==> config.mk <==
export PLATFORM = sky130hd
export DESIGN_NAME = lsq_sensor_seq
export DESIGN_NICKNAME = d
export VERILOG_FILES = /design/src/rtl/lsq_pkg.sv /design/src/rtl/lsq_mclk_gen.sv /design/src/rtl/lsq_gate_fsm.sv /design/src/rtl/lsq_capture.sv /design/src/rtl/lsq_sensor_seq.sv
export SDC_FILE = /design/constraint.sdc
export NUM_CORES = 1
export LEC_CHECK = 0
export BUFFER_PORTS_ARGS = -buffer_cell sky130_fd_sc_hd__clkbuf_2
export CAP_MARGIN = 20
export CORE_AREA = 2 2 73 75
export CTS_BUF_LIST = sky130_fd_sc_hd__clkbuf_8
export DETAILED_ROUTE_END_ITERATION = 16
export DIE_AREA = 0 0 75 77
export PLACE_DENSITY = 0.92
export RECOVER_POWER = 100
export SYNTH_ARGS = -nofsm -noshare
export SYNTH_HDL_FRONTEND = slang
export SYNTH_HIERARCHICAL = 1
export SYNTH_SLANG_ARGS = --single-unit
export TNS_END_PERCENT = 20
==> constraint.sdc <==
create_clock -name clk -period 3.71 [get_ports clk]
set_input_delay 0 -clock clk [delete_from_list [all_inputs] [get_ports clk]]
set_output_delay 0 -clock clk [all_outputs]
set_load 0.005 [all_outputs]
==> src/rtl/lsq_pkg.sv <==
package lsq_pkg;
   typedef enum logic [2:0] {
      ST_IDLE,
      ST_PRE,
      ST_SHH,
      ST_POST,
      ST_READ
   } seq_state_t;
endpackage

==> src/rtl/lsq_mclk_gen.sv <==
module lsq_mclk_gen #(
   parameter int HALF_PER = 4
) (
   input  logic clk,
   input  logic rst_n,
   output logic mclk,
   output logic per_start,
   output logic per_next
);
   localparam int CW = (HALF_PER > 1) ? $clog2(HALF_PER) : 1;
   localparam logic [CW-1:0] LAST = CW'(HALF_PER - 1);

   logic [CW-1:0] hcnt;
   logic          ph;   // 0: high phase, 1: low phase

   always_ff @(posedge clk or negedge rst_n) begin
      if (!rst_n) begin
         hcnt <= '0;
         ph   <= 1'b0;
      end else if (hcnt == LAST) begin
         hcnt <= '0;
         ph   <= ~ph;
      end else begin
         hcnt <= hcnt + 1'b1;
      end
   end

   assign mclk      = ~ph;
   assign per_start = ~ph & (hcnt == '0);
   assign per_next  = ph & (hcnt == LAST);

   a_r2_flip_at_wrap: assert property (@(posedge clk) disable iff (!rst_n)
      (hcnt == LAST) |=> (mclk != $past(mclk)));
   a_r2_hold_inside: assert property (@(posedge clk) disable iff (!rst_n)
      (hcnt != LAST) |=> $stable(mclk));
endmodule

==> src/rtl/lsq_gate_fsm.sv <==
module lsq_gate_fsm
   import lsq_pkg::*;
#(
   parameter int HALF_PER = 4,
   parameter int T_PRE    = 32,
   parameter int T_SH     = 160,
   parameter int T_POST   = 160,
   parameter int N_PIX    = 1546,
   parameter int IW       = $clog2(N_PIX + 1)
) (
   input  logic          clk,
   input  logic          rst_n,
   input  logic          start_req,
   input  logic          per_start,
   input  logic          per_next,
   output logic          icg,
   output logic          sh,
   output logic          int_start,
   output logic          trig,
   output logic          fin,
   output logic [IW-1:0] pix_idx,
   output logic          frame_done
);
   localparam int TMAX = (T_PRE > T_SH) ? ((T_PRE > T_POST) ? T_PRE : T_POST)
                                        : ((T_SH > T_POST) ? T_SH : T_POST);
   localparam int TW = $clog2(TMAX + 1);
   localparam logic [TW-1:0] PRE_END  = TW'(T_PRE - 1);
   localparam logic [TW-1:0] SH_END   = TW'(T_SH - 1);
   localparam logic [TW-1:0] POST_END = TW'(T_POST - 1);
   localparam logic [IW-1:0] LAST_BND = IW'(N_PIX);

   seq_state_t    st;
   logic [TW-1:0] tcnt;
   logic [IW-1:0] bcnt;
   logic          odd, pend, launch, bnd;

   assign launch  = (st == ST_IDLE) && (pend || start_req);
   assign bnd     = (st == ST_READ) && per_start && !odd;
   assign fin     = bnd && (bcnt == LAST_BND);
   assign trig    = bnd && (bcnt != LAST_BND);
   assign pix_idx = bcnt;

   always_ff @(posedge clk or negedge rst_n) begin
      if (!rst_n) begin
         st         <= ST_IDLE;
         tcnt       <= '0;
         bcnt       <= '0;
         odd        <= 1'b0;
         pend       <= 1'b0;
         icg        <= 1'b1;
         sh         <= 1'b0;
         int_start  <= 1'b0;
         frame_done <= 1'b0;
      end else begin
         int_start  <= 1'b0;
         frame_done <= 1'b0;
         pend       <= (pend || start_req) && !launch;
         unique case (st)
            ST_IDLE: if (launch) begin
               st   <= ST_PRE;
               icg  <= 1'b0;
               tcnt <= '0;
            end
            ST_PRE: if (tcnt == PRE_END) begin
               st   <= ST_SHH;
               sh   <= 1'b1;
               tcnt <= '0;
            end else tcnt <= tcnt + 1'b1;
            ST_SHH: if (tcnt == SH_END) begin
               st        <= ST_POST;
               sh        <= 1'b0;
               int_start <= 1'b1;
               tcnt      <= '0;
            end else tcnt <= tcnt + 1'b1;
            ST_POST: if ((tcnt >= POST_END) && per_next) begin
               st   <= ST_READ;
               icg  <= 1'b1;
               bcnt <= '0;
               odd  <= 1'b0;
            end else if (tcnt < POST_END) tcnt <= tcnt + 1'b1;
            ST_READ: if (per_start) begin
               odd <= ~odd;
               if (fin) begin
                  st         <= ST_IDLE;
                  frame_done <= 1'b1;
               end else if (trig) bcnt <= bcnt + 1'b1;
            end
            default: st <= ST_IDLE;
         endcase
      end
   end

   a_r3_shift_inside_clear: assert property (@(posedge clk) disable iff (!rst_n)
      sh |-> !icg);
   a_r5_event_on_shift_fall: assert property (@(posedge clk) disable iff (!rst_n)
      int_start |-> (!sh && $past(sh)));
   a_r9_done_single: assert property (@(posedge clk) disable iff (!rst_n)
      frame_done |=> !frame_done);
   a_r10_request_held: assert property (@(posedge clk) disable iff (!rst_n)
      (st != ST_IDLE && start_req) |=> pend);
   a_r6_count_bound: assert property (@(posedge clk) disable iff (!rst_n)
      (st == ST_READ) |-> (bcnt <= LAST_BND));
endmodule

==> src/rtl/lsq_capture.sv <==
module lsq_capture #(
   parameter int DATA_W = 8,
   parameter int IW     = 11
) (
   input  logic              clk,
   input  logic              rst_n,
   input  logic              trig,
   input  logic              fin,
   input  logic [IW-1:0]     idx_in,
   input  logic              pix_valid,
   input  logic [DATA_W-1:0] pix_data,
   output logic              cap_valid,
   output logic [DATA_W-1:0] cap_data,
   output logic [IW-1:0]     cap_index
);
   logic          win, got;
   logic [IW-1:0] widx;

   always_ff @(posedge clk or negedge rst_n) begin
      if (!rst_n) begin
         win       <= 1'b0;
         got       <= 1'b0;
         widx      <= '0;
         cap_valid <= 1'b0;
         cap_data  <= '0;
         cap_index <= '0;
      end else begin
         cap_valid <= 1'b0;
         if (fin) begin
            win <= 1'b0;
         end else if (trig) begin
            win  <= 1'b1;
            got  <= 1'b0;
            widx <= idx_in;
         end else if (win && !got && pix_valid) begin
            got       <= 1'b1;
            cap_valid <= 1'b1;
            cap_data  <= pix_data;
            cap_index <= widx;
         end
      end
   end

   a_r7_single_capture: assert property (@(posedge clk) disable iff (!rst_n)
      (got && !trig && !fin) |=> !cap_valid);
   a_r8_capture_in_slot: assert property (@(posedge clk) disable iff (!rst_n)
      cap_valid |-> $past(win));
endmodule

==> src/rtl/lsq_sensor_seq.sv <==
module lsq_sensor_seq #(
   parameter int DATA_W   = 8,
   parameter int HALF_PER = 4,
   parameter int T_PRE    = 32,
   parameter int T_SH     = 160,
   parameter int T_POST   = 160,
   parameter int N_PIX    = 1546,
   parameter bit INVERT   = 1'b0
) (
   input  logic                         clk,
   input  logic                         rst_n,
   input  logic                         start_req,
   input  logic                         pix_valid,
   input  logic [DATA_W-1:0]            pix_data,
   output logic                         mclk_o,
   output logic                         icg_o,
   output logic                         sh_o,
   output logic                         sample_trig,
   output logic                         int_start,
   output logic                         cap_valid,
   output logic [DATA_W-1:0]            cap_data,
   output logic [$clog2(N_PIX+1)-1:0]   cap_index,
   output logic                         frame_done
);
   localparam int IW = $clog2(N_PIX + 1);

   if (HALF_PER < 1 || T_PRE < 1 || T_SH < 1 || T_POST < 1) begin : g_bad_time
      $error("lsq_sensor_seq: all interval parameters must be at least 1");
   end
   if (N_PIX < 2 || DATA_W < 1) begin : g_bad_size
      $error("lsq_sensor_seq: N_PIX must be >= 2 and DATA_W >= 1");
   end

   logic mclk_raw, per_start, per_next;
   logic icg_raw, sh_raw, trig, fin;
   logic [IW-1:0] pix_idx;

   lsq_mclk_gen #(.HALF_PER(HALF_PER)) u_mclk (
      .clk(clk), .rst_n(rst_n),
      .mclk(mclk_raw), .per_start(per_start), .per_next(per_next)
   );

   lsq_gate_fsm #(
      .HALF_PER(HALF_PER), .T_PRE(T_PRE), .T_SH(T_SH), .T_POST(T_POST),
      .N_PIX(N_PIX), .IW(IW)
   ) u_fsm (
      .clk(clk), .rst_n(rst_n), .start_req(start_req),
      .per_start(per_start), .per_next(per_next),
      .icg(icg_raw), .sh(sh_raw), .int_start(int_start),
      .trig(trig), .fin(fin), .pix_idx(pix_idx), .frame_done(frame_done)
   );

   lsq_capture #(.DATA_W(DATA_W), .IW(IW)) u_cap (
      .clk(clk), .rst_n(rst_n), .trig(trig), .fin(fin), .idx_in(pix_idx),
      .pix_valid(pix_valid), .pix_data(pix_data),
      .cap_valid(cap_valid), .cap_data(cap_data), .cap_index(cap_index)
   );

   assign sample_trig = trig;

   if (INVERT) begin : g_pol_inv
      assign mclk_o = ~mclk_raw;
      assign icg_o  = ~icg_raw;
      assign sh_o   = ~sh_raw;
   end else begin : g_pol_true
      assign mclk_o = mclk_raw;
      assign icg_o  = icg_raw;
      assign sh_o   = sh_raw;
   end

   a_r4_release_on_clock_rise: assert property (@(posedge clk) disable iff (!rst_n)
      $rose(icg_raw) |-> $rose(mclk_raw));
   a_r6_trig_on_clock_rise: assert property (@(posedge clk) disable iff (!rst_n)
      trig |-> $rose(mclk_raw));
   a_r6_first_trig_at_release: assert property (@(posedge clk) disable iff (!rst_n)
      $rose(icg_raw) |-> trig);
endmodule

Word level (Yosys, flattened, before mapping)
Cells that the tools add are included.

Flip-flop bits (word level): 64. Input bits: 12. Output and inout bits: 26. Word-level logic and storage cells: 117.

Add/sub/neg operators: 3. Order comparisons: 2. Equality and inequality tests: 19. Mux-type cells: 40. Bitwise logic cells: 6. Reduce and logical (&&, ||, !) cells: 30.

Operators with widths (count): two-way mux 11 bit (4); two-way mux 8 bit (5); case mux 8 bit (4 select lines) (1); case mux 11 bit (2 select lines) (1); two-way mux 1 bit (18); two-way mux 3 bit (6); case mux 3 bit (5 select lines) (1); inequality test 2 x 1 -> 1 bit, second input constant (6); AND reduction 3 bit (4); adder 11 x 1 -> 11 bit, second input constant (1); equality test 11 bit, second input constant (1); inequality test 11 bit, second input constant (1); nonzero test 2 bit (5); logical AND 1 bit (9); adder 8 x 1 -> 8 bit, second input constant (1); equality test 8 x 5 -> 1 bit, second input constant (1); equality test 8 bit, second input constant (1); greater-or-equal comparator 8 bit, second input constant (1); less-than comparator 8 bit, second input constant (1); inequality test 2 bit, second input constant (4); equality test 3 x 2 -> 1 bit, second input constant (2); case mux 1 bit (2 select lines) (3); AND reduction 6 bit (1); AND reduction 5 bit (1); 14 further kinds (21).

Longest topological paths before layout
Gate-level depths: netlist of run 1.

Depth in word-level cells: 9. Depth in mapped cells: 12. Mapped depth without buffers: 9.

Cells and area by module
Netlist of run 1, hierarchy kept.

Modules (own cells, without submodules): lsq_gate_fsm (times used 1, cells an instance 167, area each 1602.8 µm², sequential area each 701.9 µm²); lsq_capture (times used 1, cells an instance 74, area each 1320.0 µm², sequential area each 825.8 µm²); lsq_mclk_gen (times used 1, cells an instance 12, area each 136.4 µm², sequential area each 75.1 µm²).

Worst setup path before layout of run 1
Ideal clock, no wire load.

Path type: register to register. Start: reg u_mclk.hcnt[0]. End: reg u_cap.cap_data[0]. Setup time: 0.125 ns. Arrival: 2.266 ns. Required time: 3.585 ns. Path slack: 1.319 ns. Cell stages (with the launch flop): 13. Buffers on the path: 3. Period minus slack after synthesis: 2.391 ns. Path through: dfrtp_1 -> inv_1 -> ha_1 -> nor2b_1 -> and4bb_1 -> nand2b_2 -> buf_6 -> buf_2 -> nor2_1 -> nand3b_4 -> or3_4 -> buf_6 -> mux2_4.

Word-level cells in the longest chain between the ends: 7. Elaborated cells on any way between the ends: 9. Those cells by class: bitwise (3); reduce/logical (6).

RTL lines: from (decl) (RTL line lsq_mclk_gen.sv:13) `logic [CW-1:0] hcnt;`; from (signal assigned) (RTL line lsq_mclk_gen.sv:24) `hcnt <= hcnt + 1'b1;`; logical NOT 2 bit (RTL line lsq_mclk_gen.sv:29) `assign per_start = ~ph & (hcnt == '0);`; bitwise AND 1 bit (RTL line lsq_mclk_gen.sv:29); via per_start (RTL line lsq_sensor_seq.sv:34) `logic mclk_raw, per_start, per_next;`; logical AND 1 bit (2 in a row) (RTL line lsq_gate_fsm.sv:38) `assign bnd = (st == ST_READ) && per_start && !odd;`; logical AND 1 bit (RTL line lsq_gate_fsm.sv:39) `assign fin = bnd && (bcnt == LAST_BND);`; via fin (RTL line lsq_sensor_seq.sv:35) `logic icg_raw, sh_raw, trig, fin;`; inverter 1 bit (no line); AND reduction 3 bit (no line); to (signal assigned) (RTL line lsq_capture.sv:38) `cap_data <= pix_data;`; to (decl) (RTL line lsq_capture.sv:13) `output logic [DATA_W-1:0] cap_data,`.

The timed path passes the listed nets, and every way through them passes these cells. A chain may end at the register's enable or synchronous reset.

Final worst setup path of run 1
Start: reg u_mclk.hcnt[0]. End: reg u_cap.cap_index[10].

Word-level cells in the longest chain between the ends: 7. Elaborated cells on any way between the ends: 9. Those cells by class: bitwise (3); reduce/logical (6).

RTL lines: logical NOT 2 bit * (RTL line lsq_mclk_gen.sv:29); bitwise AND 1 bit * (RTL line lsq_mclk_gen.sv:29); via per_start (RTL line lsq_sensor_seq.sv:34); logical AND 1 bit * (2 in a row) (RTL line lsq_gate_fsm.sv:38); logical AND 1 bit, on equally long branches (RTL line lsq_gate_fsm.sv:39, lsq_gate_fsm.sv:40); inverter 1 bit (no line); AND reduction 3 bit (no line) *; to (signal assigned) (RTL line lsq_capture.sv:39) `cap_index <= widx;`; to (decl) (RTL line lsq_capture.sv:14) `output logic [IW-1:0] cap_index`.

The timed path passes the listed nets; every way through them passes the cells marked *.

==> summary.md, run 1 <==
| Metric | Value |
|---|---|
| Status | finished, violations left |
| Failing checks | capacitance limit, slew limit |
| Ys flop type | dfrtp_1 |
| WP data required | 3920 ps |
| Commonest non-fill, non-tap cells in the layout | dfrtp_1, clkbuf_2, mux2_1, clkbuf_1, nor2_1 |
| GP Congestion | 0.838 |
| First-pass GRT wire length | 9.73 mm |
| Slew HR | -1.27% |
| Grt ovf | 0 |
| Sw frac | 24.9% |
| Share of flip-flops with an asynchronous set or reset | 100% |
| Aggregate global-route resource usage | 22.1% |
| Measured slew at the worst slew-check pin | 1520 ps |
| Crit-path max cell delay | 540 ps |
| Clk Latency, worst-skew pair | 330 ps |
| DR iter-0 viols | 180 |
| H-tree depth | 3 |
| Max_cap viols | 1 |
| Power per cell area | 443 nW/um^2 |
| PortBufs | 37 |
| Post-synthesis cell type count | 50 |
| Reg power frac | 51.5% |
| Die H | 77 um |
| P&R area growth vs syn | 13.1% |
| Initial Util | 61.5% |
| Multi-input combinational cell area | 1250 um^2 |
| Root Driver | clkbuf_8 |
| Syn nets | 270 |
| Clk pwr share | 38.4% |
| Type of the worst min-delay path | in2reg |
| Worst-path maximum fanout | 23 |
| DRT antenna net count | 0 |
| Ys Warns | 6 |
| Avg Cell Area, Syn | 12.1 um^2 |
| Vias | 2201 |
| CTS resizes | 0 |
| Internal | 1.15 mW |
| WP data arrival | 3020 ps |
| DRT Pass-1 Iters | 4 |
| Crit share post-route | 75.8% |
| Final hold violations | 0 |
| Leak | 1.68 nW |
| Die ar. | 5780 um^2 |
| #FFs+latches synth | 64 |
| Sequential Area | 1600 um^2 |
| Share of cells above drive strength 1 | 16.4% |
| Synth Cell Area | 3060 um^2 |
| Synth area leader | dfrtp_1 |
| CP max stage cell | or3_4 |
| Layout Nets | 317 |
| Tmin final | 2810 ps |
| # DRC | 0 |
| Commonest non-fill, non-tap cell in the layout | dfrtp_1 |
| Setup bufs post-CTS | 0 |
| Cell row count | 26 |
| Crit-path cells | inv_1 > ha_1 > nor2b_1 > and4bb_1 > nand2b_1 > nand2b_1 > inv_1 > or3_4 > mux2_1 |
| Die Span X | 75 um |
| Top cells by area, synth | dfrtp_1, mux2_4, mux2_2, o31ai_1, ha_1 |
| Hpwl dp | 3.61 mm |
| Ports | 38 |
| Antenna violations before repair | 0 |
| Endpoints failing setup | 0 |
| Max Root-Sink Buffers | 2 |
| Clk_skew | 7.66 ps |
| Number of fill cells | 399 |
| Fin Setup TNS | 0 ps |
| Core area | 4980 um^2 |
| WL/cell | 15.2 um |
| Drt total wl | 5.71 mm |
| Pre-CTS setup slack | 1120 ps |
| Worst setup path class | reg2reg |
| Peak supply drop | 0.376 mV |
| Seq/Total Area, Yosys | 52.4% |
| Startpoint types | flip-flop |
| Vias in the first global route | 2140 |
| Via-per-instance ratio | 5.87 |
| P_sw | 0.382 mW |
| Cells after Synth | 253 |
| Reg clk slew, reported paths | 70 ps |
| Largest net degree at the start of global routing | 65 |
| Number of synthesized flops with an enable pin | 0 |
| Fmax | 0.355 GHz |
| Worst setup slack after layout | 897 ps |
| CTS tree | yes |
| Final count of pins violating max slew | 65 |
| Yosys top cell area share | 51.5% |
| TritonCTS Buffers | 9 |
| Ant diodes | 0 |
| CP Capture Type | flip-flop |
| RSZ-0062 raised after global routing | no |
| Sink Count | 64 |
| Combinational share of power | 10.1% |
[final timing paths]
path	slack [ps]	to	cells past startpoint	startpoint
hold / removal	420	u_cap/cap_data[6]	3	pix_data[6]
setup reg to reg	900	u_cap/cap_index[10]	9	u_mclk/hcnt[0]
hold reg to reg	480	u_cap/cap_index[7]	1	u_cap/widx[7]
setup / recovery	900	u_cap/cap_index[10]	9	u_mclk/hcnt[0]
min in group asynchronous	670	u_cap/cap_data[6]	3	rst_n
max in group asynchronous	2140	u_fsm/tcnt[1]	3	rst_n
[sequential cells by signal, summed over array words and instances, names as in the netlist]
signal,cells
u_cap/cap_index,11
u_cap/widx,11
u_fsm/pix_idx,11
u_cap/cap_data,8
u_fsm/tcnt,8
u_fsm/st,3
u_mclk/hcnt,2
u_cap/cap_valid,1
u_cap/got,1
u_cap/win,1
u_fsm/frame_done,1
u_fsm/icg,1
u_fsm/int_start,1
u_fsm/odd,1
u_fsm/pend,1
u_fsm/sh,1
u_mclk/ph,1
[final cells by class]
cell class                      count  share of cell area (%)
Timing Repair Buffer               50                    8.25
Inverter                           10                    1.08
Clock inverter                      5                    1.37
Clock buffer                       11                    4.38
Sequential cell                    64                    46.3
Multi-Input combinational cell    165                    36.1
Tap cell                           70                    2.53
[kinds of logic (layout without fill, tap and decap cells)]
kind of cell,count (synthesis),in the layout,share of synthesized area [%]
buffers and inverters,24,76,4.25
AND/OR/NAND/NOR,77,77,15.2
flip-flops,64,64,52.4
multiplexers,33,33,14.4
XOR/XNOR,1,1,0.286
adder cells (fa/ha/maj),5,5,2.04
AO/OA/AOI/OAI,49,49,11.4
[routing by layer]
layer | vias up | wire length (um) | track usage (%)
met2 | 61 | 2900 | 35.0
met4 | 0 | 68 | 8.21
met1 | 1094 | 2440 | 28.0
met5 | - | 0 | 0
met3 | 8 | 298 | 6.96
li1 | 1038 | - | -
[critical path: cells and delay by family, from the launching register on]
family                   cells  cell delay, ps
AND/OR/NAND/NOR              5            1600
flip-flops                   1             370
adder cells (fa/ha/maj)      1             180
multiplexers                 1             380
buffers and inverters        2             160
[timing repair]
action                                  CTS  global route
hold endpoints to repair                 73             0
endpoints found under the setup margin    0             0
hold buffers                             11             0
[power groups by stage]
stage | Combinational, mW | Clock (mW) | Sequential [mW]
2_1_floorplan | 0.115 | 0 | 0.782
3_3_place_gp | 0.141 | 0 | 0.794
3_5_place_dp | 0.147 | 0 | 0.797
4_1_cts | 0.158 | 0.597 | 0.786
5_1_grt | 0.179 | 0.639 | 0.798
6_report | 0.155 | 0.588 | 0.788
[per-stage QoR]
stage          cell area (um^2)  cells  hold WS [ps]  utilization [%]  power (mW)
2_1_floorplan              3060    253          -296                -       0.897
3_3_place_gp               3250    348           205             65.4       0.935
3_5_place_dp               3250    348           224             65.4       0.944
4_1_cts                    3560    375           408             71.6        1.54
5_1_grt                    3460    375           403             69.5        1.62
6_report                   3460    375           417             69.5        1.53
[cells in the mapped netlist, types with 2 or more instances]
master	instances
a21oi_1	10
clkbuf_1	4
a211oi_1	2
buf_2	5
nor3_2	2
and2_1	3
nor2_1	14
a21o_1	2
o211ai_1	2
dfrtp_1	63
nand2b_1	2
ha_1	5
a221o_1	4
nand3_1	6
nor3_1	4
inv_1	10
or4_1	8
nor2b_1	2
buf_6	4
mux2_2	11
and4_1	3
mux2i_1	2
and3_1	7
a31oi_1	3
nand2_1	11
o21ai_0	6
mux2_4	19
o31ai_1	11
nand4_1	6
nor4_1	2
Power figures use the tool's default switching activity.
==> run 2: changes to the inputs <==
--- a/config.mk
+++ b/config.mk
@@ -7,11 +7,11 @@
 export LEC_CHECK = 0
 export BUFFER_PORTS_ARGS = -buffer_cell sky130_fd_sc_hd__clkbuf_2
 export CAP_MARGIN = 20
-export CORE_AREA = 2 2 73 75
+export CORE_AREA = 2 2 79 81
 export CTS_BUF_LIST = sky130_fd_sc_hd__clkbuf_8
 export DETAILED_ROUTE_END_ITERATION = 16
-export DIE_AREA = 0 0 75 77
-export PLACE_DENSITY = 0.92
+export DIE_AREA = 0 0 81 83
+export PLACE_DENSITY = 0.84
 export RECOVER_POWER = 100
 export SYNTH_ARGS = -nofsm -noshare
 export SYNTH_HDL_FRONTEND = slang
==> constraint.sdc (replaced) <==
create_clock -name clk -period 2.4 [get_ports clk]
set_input_delay 0 -clock clk [delete_from_list [all_inputs] [get_ports clk]]
set_output_delay 0 -clock clk [all_outputs]
set_load 0.005 [all_outputs]
==> run 2 against run 1 <==
  * The run now ends clean
  * Sequential share of layout area decreased by 1.5 points
  * Largest power group unchanged
  * Clock power increased by 65%
  * Via count increased by 2.3%
  * Final cell count increased by 3.7%
  * Setup slack got worse by 750 ps
==> summary.md, run 2 (synthesis results as in run 1) <==
| Metric | Value |
|---|---|
| Status | finished clean (was finished, violations left) |
| Worst r2r src | u_mclk/hcnt[0] (unchanged) |
| Initial Util | 52.6% (was 61.5%) |
| Fmax | 0.444 GHz (was 0.355 GHz) |
| Commonest non-fill, non-tap cell in the layout | dfrtp_1 (unchanged) |
| Clk_skew | 5.65 ps (was 7.66 ps) |
| H-tree depth | 3 (unchanged) |
| Die Span X | 81 um (was 75 um) |
| Cell row count | 28 (was 26) |
| Startpoint types | flip-flop (unchanged) |
| Critical path buffers and inverters | 1 (was 2) |
| Layout Nets | 327 (was 317) |
| # DRC | 0 (unchanged) |
| CP Capture Type | flip-flop (unchanged) |
| Pre-CTS setup slack | 121 ps (was 1120 ps) |
| Vias in the first global route | 2301 (was 2140) |
| Crit share post-route | 93.9% (was 75.8%) |
| WL/cell | 16.2 um (was 15.2 um) |
| Antenna violations before repair | 0 (unchanged) |
| WHS Endpoint | u_cap/cap_data[3] (was u_cap/cap_data[6]) |
| Sequential Area | 1600 um^2 (unchanged) |
| Via-per-instance ratio | 5.79 (was 5.87) |
| Die H | 83 um (was 77 um) |
| Vias | 2251 (was 2201) |
| First-pass GRT wire length | 10.7 mm (was 9.73 mm) |
| Max_cap viols | 0 (was 1) |
| Share of cells above drive strength 1 | 20.7% (was 16.4%) |
| Final Util | 61.4% (was 69.5%) |
| P&R area growth vs syn | 16.8% (was 13.1%) |
| Reg clk slew, reported paths | 70 ps (about the same) |
| Type of the worst min-delay path | in2reg (unchanged) |
| Ports | 38 (unchanged) |
| WP data arrival | 2470 ps (was 3020 ps) |
| Final count of pins violating max slew | 0 (was 65) |
| Worst setup slack after layout | 146 ps (was 897 ps) |
| RSZ-0062 raised after global routing | no (unchanged) |
| GP Congestion | 0.836 (was 0.838) |
| PortBufs | 37 (unchanged) |
| Core area | 5820 um^2 (was 4980 um^2) |
| Worst-path maximum fanout | 20 (was 23) |
| Crit-path max cell delay | 530 ps (was 540 ps) |
| Sink Count | 64 (unchanged) |
| Max Root-Sink Buffers | 2 (unchanged) |
| Largest net degree at the start of global routing | 43 (was 65) |
| TritonCTS Buffers | 9 (unchanged) |
| Hpwl dp | 4.28 mm (was 3.61 mm) |
| Ant diodes | 0 (unchanged) |
| Tmin final | 2250 ps (was 2810 ps) |
| WP data required | 2620 ps (was 3920 ps) |
| Commonest non-fill, non-tap cells in the layout | dfrtp_1, clkbuf_2, mux2_1, nor2_1, clkbuf_1 (was dfrtp_1, clkbuf_2, mux2_1, clkbuf_1, nor2_1) |
| Crit-path cells | inv_1 > ha_1 > nor2b_1 > and4bb_1 > nand2b_2 > nor2_1 > nand3b_4 > or3_4 > mux2_1 (was inv_1 > ha_1 > nor2b_1 > and4bb_1 > nand2b_1 > nand2b_1 > inv_1 > or3_4 > mux2_1) |
| Leak | 1.74 nW (was 1.68 nW) |
| Worst setup path class | reg2reg (unchanged) |
| CP delay by family, top | simple AND/OR/NAND/NOR gates (unchanged) |
| CTS tree | yes (unchanged) |
| Peak supply drop | 0.576 mV (was 0.376 mV) |
| WHS | 415 ps (was 417 ps) |
| Final hold violations | 0 (unchanged) |
| Slew HR | 10.2% (was -1.27%) |
| Multi-input combinational cell area | 1260 um^2 (was 1250 um^2) |
| Measured slew at the worst slew-check pin | 1350 ps (was 1520 ps) |
| Worst r2r path cells | 9 (unchanged) |
| DRT Pass-1 Iters | 4 (unchanged) |
| CP max stage cell | or3_4 (unchanged) |
| Die ar. | 6720 um^2 (was 5780 um^2) |
| Root Driver | clkbuf_8 (unchanged) |
| Grt ovf | 0 (unchanged) |
| Critical hold path startpoint | pix_data[3] (was pix_data[6]) |
| Power per cell area | 684 nW/um^2 (was 443 nW/um^2) |
| Aggregate global-route resource usage | 20.5% (was 22.1%) |
| DRT antenna net count | 0 (unchanged) |
| Fin cells | 389 (was 375) |
| Worst r2r dst | u_cap/cap_index[5] (was u_cap/cap_index[10]) |
| Clk Latency, worst-skew pair | 340 ps (was 330 ps) |
| Number of fill cells | 490 (was 399) |
| DR iter-0 viols | 148 (was 180) |
| Drt total wl | 6.32 mm (was 5.71 mm) |
| Worst reg-to-reg setup slack | 150 ps (was 900 ps) |
| Fin Setup TNS | 0 ps (unchanged) |
| Endpoints failing setup | 0 (unchanged) |
| Cells on Worst Hold Path | 3 (unchanged) |
| Post-Place Cells | 363 (was 348) |
[run 2: cell count changes in the layout (fill, tap and decap cells not counted), moves of 2 or more]
| cell | previous run | this run |
|---|---|---|
| buf_4 | 1 | 10 |
| clkbuf_1 | 17 | 13 |
| clkbuf_2 | 20 | 23 |
| clkbuf_8 | 11 | 9 |
[run 2: cell type report]
cell class,count,area share [%]
clock buffers,9,3.47
well taps,75,2.63
multi-input cells,165,35.3
inverters,10,1.05
flip-flops and latches,64,44.9
repair buffers,60,10.5
clock inverters,6,2.17
[run 2: power by group]
group / total, mW / internal [mW] / switching (mW)
clock: 0.972 / 0.568 / 0.404
combinational: 0.260 / 0.131 / 0.129
sequential: 1.21 / 1.14 / 0.0783
total: 2.45 / 1.83 / 0.611
[run 2: worst min-delay path, cell delays in order]
cell and delay, ps:
dlygate4sd3_1 520, clkbuf_2 90, mux2_1 110
[run 2: per-stage QoR]
step           total power, mW  cell area [um^2]
5_1_grt                   2.56              3570
3_3_place_gp              1.46              3350
6_report                  2.45              3570
3_5_place_dp              1.48              3350
2_1_floorplan             1.39              3060
4_1_cts                   2.46              3660
[run 2: per-layer routing]
layer	global-route usage [%]	wire (um)	vias up
met5	0	0	-
met4	8.47	115	0
met3	5.33	319	13
met2	34.6	3280	67
met1	24.5	2610	1116
li1	-	-	1055
[run 2: timing repair]
item,in CTS,in global routing
gates resized for setup,0,1
setup endpoints to repair,0,19
buffers inserted,0,0
endpoints found under the hold margin,31,0
hold buffers,11,0
[run 2: worst max path at each step]
stage                         startpoint            endpoint  slack [ps]  depth (start not counted)
after floorplan           u_mclk/hcnt[0]   u_cap/cap_data[0]           9                         12
after global routing       u_fsm/tcnt[0]       u_fsm/tcnt[6]          30                          5
final                     u_mclk/hcnt[0]  u_cap/cap_index[5]         150                          9
after CTS                 u_mclk/hcnt[0]  u_cap/cap_index[5]          90                          9
after detailed placement  u_mclk/hcnt[0]  u_cap/cap_index[3]         120                          9
after global placement    u_mclk/hcnt[0]   u_cap/cap_data[1]         190                          9
